### config.mk
export PLATFORM = sky130hd
export DESIGN_NAME = flk_ctrl
export DESIGN_NICKNAME = d
export VERILOG_FILES = /design/src/rtl/flk_pkg.sv /design/src/rtl/flk_cmd_dec.sv /design/src/rtl/flk_blk_cell.sv /design/src/rtl/flk_ctrl.sv
export SDC_FILE = /design/constraint.sdc
export NUM_CORES = 1
export LEC_CHECK = 0
export ABC_CLOCK_PERIOD_IN_PS = 2800
export BUFFER_PORTS_ARGS = -buffer_cell sky130_fd_sc_hd__buf_4
export CAP_MARGIN = 25
export CORE_MARGIN = 2
export CORE_UTILIZATION = 55
export CTS_BUF_LIST = sky130_fd_sc_hd__clkbuf_2
export DETAILED_ROUTE_END_ITERATION = 8
export PLACE_DENSITY_LB_ADDON = 0.3
export SLEW_MARGIN = 20
export SYNTH_ARGS = -nofsm -noshare
export SYNTH_HDL_FRONTEND = slang
export SYNTH_SLANG_ARGS = --single-unit
### constraint.sdc
create_clock -name clk_i -period 2.8 [get_ports clk_i]
set_input_delay 0.14 -clock clk_i [delete_from_list [all_inputs] [get_ports clk_i]]
set_output_delay 0.14 -clock clk_i [all_outputs]
set_load 0.005 [all_outputs]
### src/rtl/flk_pkg.sv
package flk_pkg;
    localparam logic [7:0] OP_SETUP  = 8'h60;
    localparam logic [7:0] OP_LOCK   = 8'h01;
    localparam logic [7:0] OP_UNLOCK = 8'hD0;
    localparam logic [7:0] OP_LDN    = 8'h2F;
    localparam logic [7:0] OP_ID     = 8'h90;
    localparam logic [7:0] OP_ARRAY  = 8'hFF;
    localparam int unsigned STATUS_OFS = 2;

    typedef enum logic [2:0] {
        K_NONE,
        K_SETUP,
        K_LOCK,
        K_UNLOCK,
        K_LDN,
        K_ID,
        K_ARRAY
    } op_kind_e;

    typedef enum logic {
        M_ARRAY,
        M_ID
    } bus_mode_e;
endpackage

### src/rtl/flk_cmd_dec.sv
module flk_cmd_dec #(
    parameter int DATA_W = 8
) (
    input  logic [DATA_W-1:0] wdata_i,
    output flk_pkg::op_kind_e kind_o
);
    import flk_pkg::*;

    logic [7:0] low_byte;
    logic       hi_zero;

    assign low_byte = wdata_i[7:0];

    generate
        if (DATA_W > 8) begin : g_wide
            assign hi_zero = (wdata_i[DATA_W-1:8] == '0);
        end else begin : g_narrow
            assign hi_zero = 1'b1;
        end
    endgenerate

    always_comb begin
        kind_o = K_NONE;
        if (hi_zero) begin
            unique case (low_byte)
                OP_SETUP:  kind_o = K_SETUP;
                OP_LOCK:   kind_o = K_LOCK;
                OP_UNLOCK: kind_o = K_UNLOCK;
                OP_LDN:    kind_o = K_LDN;
                OP_ID:     kind_o = K_ID;
                OP_ARRAY:  kind_o = K_ARRAY;
                default:   kind_o = K_NONE;
            endcase
        end
    end
endmodule

### src/rtl/flk_blk_cell.sv
module flk_blk_cell (
    input  logic clk_i,
    input  logic rst_i,
    input  logic set_lock_i,
    input  logic clr_lock_i,
    input  logic set_ldn_i,
    input  logic wp_i,
    output logic eff_lock_o,
    output logic ldn_o
);
    typedef struct packed {
        logic lock;
        logic ldn;
    } cell_t;

    cell_t c_d, c_q;

    always_comb begin
        c_d = c_q;
        if (set_ldn_i) begin
            c_d.lock = 1'b1;
            c_d.ldn  = 1'b1;
        end else if (set_lock_i) begin
            c_d.lock = 1'b1;
        end else if (clr_lock_i && !(c_q.ldn && wp_i)) begin
            c_d.lock = 1'b0;
        end
    end

    always_ff @(posedge clk_i) begin
        if (rst_i) begin
            c_q <= '{lock: 1'b1, ldn: 1'b0};
        end else begin
            c_q <= c_d;
        end
    end

    assign eff_lock_o = c_q.lock | (c_q.ldn & wp_i);
    assign ldn_o      = c_q.ldn;
endmodule

### src/rtl/flk_ctrl.sv
module flk_ctrl #(
    parameter int NUM_BLK = 8,
    parameter int OFF_W   = 4,
    parameter int DATA_W  = 8,
    localparam int BLK_W  = (NUM_BLK > 1) ? $clog2(NUM_BLK) : 1,
    localparam int ADDR_W = BLK_W + OFF_W
) (
    input  logic               clk_i,
    input  logic               rst_i,
    input  logic               wr_en_i,
    input  logic [ADDR_W-1:0]  addr_i,
    input  logic [DATA_W-1:0]  wdata_i,
    output logic [DATA_W-1:0]  rdata_o,
    input  logic               wp_i,
    output logic [NUM_BLK-1:0] writable_o
);
    import flk_pkg::*;

    typedef struct packed {
        bus_mode_e        mode;
        logic             pend;
        logic [BLK_W-1:0] blk;
    } seq_t;

    seq_t st_d, st_q;

    op_kind_e         kind;
    logic [BLK_W-1:0] addr_blk;
    logic [OFF_W-1:0] addr_ofs;
    logic [NUM_BLK-1:0] set_lock, clr_lock, set_ldn;
    logic [NUM_BLK-1:0] eff_vec, ldn_vec;
    logic             pend_q;
    logic [BLK_W-1:0] setup_blk_q;
    logic             id_mode_q;

    assign addr_blk = addr_i[ADDR_W-1:OFF_W];
    assign addr_ofs = addr_i[OFF_W-1:0];

    flk_cmd_dec #(.DATA_W(DATA_W)) u_dec (
        .wdata_i (wdata_i),
        .kind_o  (kind)
    );

    always_comb begin
        st_d     = st_q;
        set_lock = '0;
        clr_lock = '0;
        set_ldn  = '0;
        if (wr_en_i) begin
            if (st_q.pend) begin
                st_d.pend = 1'b0;
                if (addr_blk == st_q.blk) begin
                    unique case (kind)
                        K_LOCK:   set_lock[st_q.blk] = 1'b1;
                        K_UNLOCK: clr_lock[st_q.blk] = 1'b1;
                        K_LDN:    set_ldn[st_q.blk]  = 1'b1;
                        default:  ;
                    endcase
                end
            end else begin
                unique case (kind)
                    K_SETUP: begin
                        st_d.pend = 1'b1;
                        st_d.blk  = addr_blk;
                    end
                    K_ID:    st_d.mode = M_ID;
                    K_ARRAY: st_d.mode = M_ARRAY;
                    default: ;
                endcase
            end
        end
    end

    always_ff @(posedge clk_i) begin
        if (rst_i) begin
            st_q <= '{mode: M_ARRAY, pend: 1'b0, blk: '0};
        end else begin
            st_q <= st_d;
        end
    end

    genvar gi;
    generate
        for (gi = 0; gi < NUM_BLK; gi++) begin : g_cell
            flk_blk_cell u_cell (
                .clk_i      (clk_i),
                .rst_i      (rst_i),
                .set_lock_i (set_lock[gi]),
                .clr_lock_i (clr_lock[gi]),
                .set_ldn_i  (set_ldn[gi]),
                .wp_i       (wp_i),
                .eff_lock_o (eff_vec[gi]),
                .ldn_o      (ldn_vec[gi])
            );
        end
    endgenerate

    assign writable_o = ~eff_vec;

    always_comb begin
        rdata_o = '0;
        if (st_q.mode == M_ID && addr_ofs == OFF_W'(STATUS_OFS)) begin
            rdata_o[2] = ~wp_i;
            rdata_o[1] = ldn_vec[addr_blk];
            rdata_o[0] = eff_vec[addr_blk];
        end
    end

    assign pend_q      = st_q.pend;
    assign setup_blk_q = st_q.blk;
    assign id_mode_q   = (st_q.mode == M_ID);
endmodule

; ---- Word level (Yosys, flattened, before mapping)
; Cells that the tools add are included.
[totals]
reg_bits = 21
in_bits = 19
out_inout_bits = 16
word_cells = 115
[op_classes]
order_cmp = 3
n_eq_ne = 14
muxes = 23
bitwise_logic = 19
n_reduce_logical = 37
[op_table]
columns = operator, n
row1 = 2-to-1 mux 8 bit, 12
row2 = == test 8 bit (second input constant), 3
row3 = OR reduction 3 bit, 8
row4 = logical AND 1 bit, 18
row5 = case mux 3 bit (6 select lines), 1
row6 = == test 3 bit (second input constant), 3
row7 = bitwise AND 1 bit, 8
row8 = == test 8 x 1 -> 1 bit (second input constant), 1
row9 = == test 8 x 6 -> 1 bit (second input constant), 1
row10 = == test 8 x 7 -> 1 bit (second input constant), 1
row11 = zero test 1 bit, 8
row12 = < comparator 3 x 4 -> 1 bit (second input constant), 2
row13 = NOT 8 bit, 1
row14 = OR 1 bit, 8
row15 = binary-select mux 1 bit (select 3 bit), 2
row16 = == test 3 x 2 -> 1 bit (second input constant), 2
row17 = AND reduction 3 bit, 2
row18 = == test 4 x 2 -> 1 bit (second input constant), 1
row19 = 2-to-1 mux 1 bit, 4
row20 = 2-to-1 mux 4 bit, 1
row21 = demux 1 bit (select 3 bit), 1
row22 = == test 3 x 1 -> 1 bit (second input constant), 1
row23 = == test 3 bit, 1
row24 = greater-or-equal comparator 3 x 1 -> 1 bit (second input constant), 1
row25 = 4 further kinds, 5

; ---- Longest topological paths before layout
[depth]
depth_word = 9
depth_mapped = 6
mapped_depth_nobuf = 4

; ---- By module
; Synthesis repeated with hierarchy kept, for this count alone.
[unflattened]
cells_unflattened = 192
hier_area_um2 = 1432.6
[modules_own_cells]
columns = mod, instances, cells_per_inst, area_per_inst_um2, seq_area_each_um2
row1 = flk_ctrl, 1, 97, 683.2, 100.1
row2 = flk_blk_cell, 8, 10, 81.3, 40.0
row3 = flk_cmd_dec, 1, 15, 98.8, 0.0

; ---- Worst setup path after synthesis
; OpenSTA, ideal clock, no wires.
[synth_timing]
kind = reg2reg
startpoint = register st_q, in the netlist setup_blk_q[2]
endpoint = register g_cell[0].u_cell.c_q[1] (netlist name)
setup_time_ps = 138
arrival_time_ps = 1483
t_required_ps = 2662
path_slack_ps = 1179
stages_incl_launch_ff = 6
path_buffers = 1
period_less_slack_ps = 1621
cell_sequence = dfxtp_1 xor2_1 or3_1 clkbuf_2 o41ai_1 o311ai_1
[synth_between]
elab_chain_cells = 9
word_cells_on_any_way = 20
cone_classes = 2 x order compare / 1 x eq/ne / 14 x mux / 3 x reduce/logical
[synth_rtl]
columns = element, line
row1 = "start, declared", flk_ctrl.sv:25  ; seq_t st_d, st_q;
row2 = "start signal, assigned", flk_ctrl.sv:76  ; st_q <= '{mode: M_ARRAY, pend: 1'b0, blk: '0};
row3 = "start signal, assigned", flk_ctrl.sv:78  ; st_q <= st_d;
row4 = < comparator 3 x 4 -> 1 bit (implied by the code) or greater-or-equal comparator 3 x 1 -> 1 bit (tied branches), "flk_ctrl.sv:54, flk_ctrl.sv:55, flk_ctrl.sv:56"
row5 = logical AND 1 bit (implied by the code), "flk_ctrl.sv:54, flk_ctrl.sv:55, flk_ctrl.sv:56"
row6 = 2-to-1 mux 1 bit (implied by the code), "flk_ctrl.sv:54, flk_ctrl.sv:55, flk_ctrl.sv:56"
row7 = demux 1 bit (select 3 bit), "flk_ctrl.sv:54, flk_ctrl.sv:55, flk_ctrl.sv:56"
row8 = 2-to-1 mux 8 bit, flk_ctrl.sv:53  ; unique case (kind)
row9 = 2-to-1 mux 8 bit, flk_ctrl.sv:52  ; if (addr_blk == st_q.blk) begin
row10 = 2-to-1 mux 8 bit, flk_ctrl.sv:50  ; if (st_q.pend) begin
row11 = 2-to-1 mux 8 bit, flk_ctrl.sv:49  ; if (wr_en_i) begin
row12 = OR reduction 3 bit (no line) or logical AND 1 bit (tied branches), n/a
row13 = "end signal, assigned", flk_blk_cell.sv:32  ; c_q <= '{lock: 1'b1, ldn: 1'b0};
row14 = "end, declared", flk_blk_cell.sv:16  ; cell_t c_d, c_q;
; Several ways; a longest one is shown, not always the timed one.
; A chain may end at the register's enable or synchronous reset.

; ---- Worst setup path after layout
[layout_timing]
startpoint = register st_q, in the netlist setup_blk_q[2]
endpoint = register g_cell[4].u_cell.c_q[1] (netlist name)
[layout_between]
elab_chain_cells = 9
word_cells_on_any_way = 20
cone_classes = 2 x order compare / 1 x eq/ne / 14 x mux / 3 x reduce/logical
[layout_rtl]
columns = element, line
row1 = < comparator 3 x 4 -> 1 bit (implied by the code) or greater-or-equal comparator 3 x 1 -> 1 bit (tied branches), "flk_ctrl.sv:54, flk_ctrl.sv:55, flk_ctrl.sv:56"
row2 = logical AND 1 bit (implied by the code), "flk_ctrl.sv:54, flk_ctrl.sv:55, flk_ctrl.sv:56"
row3 = 2-to-1 mux 1 bit (implied by the code), "flk_ctrl.sv:54, flk_ctrl.sv:55, flk_ctrl.sv:56"
row4 = demux 1 bit (select 3 bit), "flk_ctrl.sv:54, flk_ctrl.sv:55, flk_ctrl.sv:56"
row5 = 2-to-1 mux 8 bit, flk_ctrl.sv:53
row6 = 2-to-1 mux 8 bit, flk_ctrl.sv:52
row7 = 2-to-1 mux 8 bit, flk_ctrl.sv:50
row8 = 2-to-1 mux 8 bit, flk_ctrl.sv:49
row9 = OR reduction 3 bit (no line) or logical AND 1 bit (tied branches), n/a
row10 = "end signal, assigned", flk_blk_cell.sv:32
row11 = "end, declared", flk_blk_cell.sv:16
; Several ways; a longest one is shown, not always the timed one.

==> impl_metrics.ini <==
[sta]
finalCritPeriodShare = 0.690
finalSetupViolations = 0
skew_ps = 16.8
grt_setup_unrepaired = false
post-route-min-period_ps = 1930
fmax_ghz = 0.518
slew_headroom = 0.555
layout_setup_ws_ps = 868
tightest_slew_ps = 665
setup_tns_ps = 0
final_max_slew_viol_count = 0
worst_hold_slack_ps = 33.8
hold_viol_final = 0

[global_routing]
overflow = 0
grt_pass1_vias = 1176
antenna_found_initial = 0
gr-usage-all-layers = 0.267
grt_max_degree = 18
grt_pass1_wl_mm = 5.42

[setup_path]
path_cells = xor2_1 -> or3_1 -> o41ai_1 -> o211ai_1
worstRegToRegCells = 4
critical_path_class = reg -> reg
cp.arrival_ps = 2170
reg2reg_to = g_cell[4].u_cell.c_q[1]
worstPathMaxFanout = 11
crit_family = flip-flops
crit_slowest_cell = dfxtp_1
max_stage_delay_ps = 550
required_ps = 3030
worstSetupEndpointType = register
worst-r2r-setup-slack_ps = 870
r2r_start = setup_blk_q[2]
worst_setup_path_start_kind = register
critical_path_buf_inv_count = 0

[final_layout]
layout.cells.non_filler = 211
multi_input_comb_area_um2 = 821
syn_to_final_growth_pct = 14.4
n_antenna_cell = 0
drive_above_1_share = 0.213
n_fill_cell = 203
final-seq-area_um2 = 420
fin_nets = 203

[logic_synthesis]
synth_top_area_cell = dfxtp_1
post_synth.cell_area_avg_um2 = 8.21
ys_top_cells_by_area = dfxtp_1 32%, nand2_1 6.2%, nor2_1 4.8%, a21oi_1 4.5%, o41ai_1 4.0%
synth_cells = 162
synth_seq_cells = 21
synthArstFlopShare = 0
yosysSeqAreaShare = 0.316
synth_edf_count = 0
yosysWarningCount = 0
yosysTopAreaCellShare = 0.316
synth_ff_type = dfxtp_1
synth_cell_types = 41
syn_area_um2 = 1330

[pwr]
p_sw_frac = 0.275
pwr-share-clk = 0.268
comb_power_share = 0.123
power_switching_w = 0.000136
power_density_nw_per_um2 = 324
pwr-share-seq = 0.608
ir_drop_mv = 0.224
p_int_w = 0.000357
p_leak_nw = 0.580
total_power_w = 0.000493

[routing]
drc = 0
viasPerCell = 6.28
drtIter0Drc = 46
routed_wirelength_mm = 3.26
ant_nets = 0
wl_per_cell_um = 15.4
route.vias.total = 1326
dr.pass1.iters = 4

[run_status]
status = completed

[die]
rows = 17
ios = 35
dieArea_um2 = 2830
die_h_um = 53.2
start_util = 0.590
die_w_um = 53.2
core_um2 = 2250

[clock_tree]
cts_tree = built
hold_buffers = 0
ctsResizeCount = 0
numCtsBuffers = 3
postCtsSetupBuffers = 0
clock_path_buffers = 2
cts_root_buf = clkbuf_2
h-tree-depth = 1
path_clk_slew_ps = 220
cts_sinks = 21
clk_latency_ps = 340

[placed_design]
hpwl_mm = 2.55
pre_cts_slack_ps = 899
port_buffers = 29
gp_congestion = 0.939
dp.cells = 207

[worst_hold_path]
whs_endpoint = pend_q
hold_class = in -> reg
hp-start = rst_i
hold_depth = 2

[flow_run]
cap_viol_max_count = 0
state kept, by name, summed over array words and instances, names as in the netlist:
signal,count
g_cell.u_cell.ldn_o,8
id_mode_q,1
setup_blk_q,3
pend_q,1
g_cell.u_cell.c_q,8
final cells by class:
type | instances | share of cell area
Sequential cell | 21 | 0.276
Multi-Input combinational cell | 127 | 0.539
Timing Repair Buffer | 29 | 0.143
Tap cell | 28 | 0.0230
Inverter | 2 | 0.00493
Clock buffer | 3 | 0.00987
Clock inverter | 1 | 0.00329
cells in the final DEF, fill, tap and decap left out, types with 2 or more instances in the layout:
cell type and count:
o211ai_1 6, a211oi_1 2, a22o_1 2, nand4_1 4, mux2i_1 4, nor2_1 17, mux4_2 2, or3_1 2
nand2b_1 3, o311ai_1 2, a21oi_1 12, nand3_1 4, o41ai_1 6, clkbuf_2 3, a41oi_1 4, o31ai_1 3
nand2_1 22, dfxtp_1 21, nor2b_1 5, nor4_2 2, and2_1 2, a31oi_1 7, conb_1 5, buf_4 29
cell usage after synthesis, types with 2 or more instances:
cell type,number
o41ai_1,6
o31ai_1,3
a41oi_1,4
nand2_1,22
a22o_1,2
nand4_1,4
a31oi_1,7
buf_4,5
clkbuf_1,6
mux4_2,2
nor2b_1,5
dfxtp_1,21
nor4_2,2
a211oi_1,2
a21oi_1,12
o311ai_1,2
and2_1,2
nand3_1,4
buf_6,2
or3_1,2
o211ai_1,6
mux2i_1,4
nand2b_1,3
nor2_1,17
layer usage:
metal	global-route usage	part of all wire	vias to the layer above	wire length, um
li1	-	-	638	-
met1	0.349	0.44	612	1440
met2	0.419	0.46	69	1500
met3	0.0593	0.084	7	275
met4	0.115	0.015	0	48
met5	0	0	-	0
how the worst max path moves through the flow:
stage	start	to	slack [ps]	depth (start not counted)
5_1_grt	setup_blk_q[1]	g_cell[4].u_cell.c_q[1]	720	4
2_1_floorplan	setup_blk_q[2]	g_cell[0].u_cell.c_q[1]	1180	5
6_report	setup_blk_q[2]	g_cell[4].u_cell.c_q[1]	870	4
4_1_cts	setup_blk_q[2]	g_cell[4].u_cell.c_q[1]	890	4
3_5_place_dp	setup_blk_q[2]	g_cell[1].u_cell.c_q[1]	900	4
3_3_place_gp	setup_blk_q[2]	g_cell[0].u_cell.c_q[1]	990	4
stage by stage:
stage / instance area (um2) / util
detailed placement: 1500 / 0.666
global placement: 1500 / 0.666
floorplan: 1350 / -
CTS: 1520 / 0.675
finish: 1520 / 0.675
global route: 1520 / 0.675
cells by family after synthesis:
| family | Yosys count | share of synthesized area |
|---|---|---|
| DFF | 21 | 0.316 |
| muxes | 6 | 0.0640 |
| buffers and inverters | 18 | 0.0781 |
| other | 1 | 0.00282 |
| AOI/OAI and AO/OA | 46 | 0.246 |
| xor gates and xnor gates | 2 | 0.0188 |
| and+or+nand+nor | 68 | 0.275 |
power by group through the flow:
stage	clock, W	sequential (W)	combinational (W)
after floorplan	0	0.000305	0.0000368
after CTS	0.000133	0.000300	0.0000602
final	0.000132	0.000300	0.0000608
after global placement	0	0.000306	0.0000580
after detailed placement	0	0.000306	0.0000601
after global routing	0.000142	0.000300	0.0000670
(Power assumes the default switching activity.)
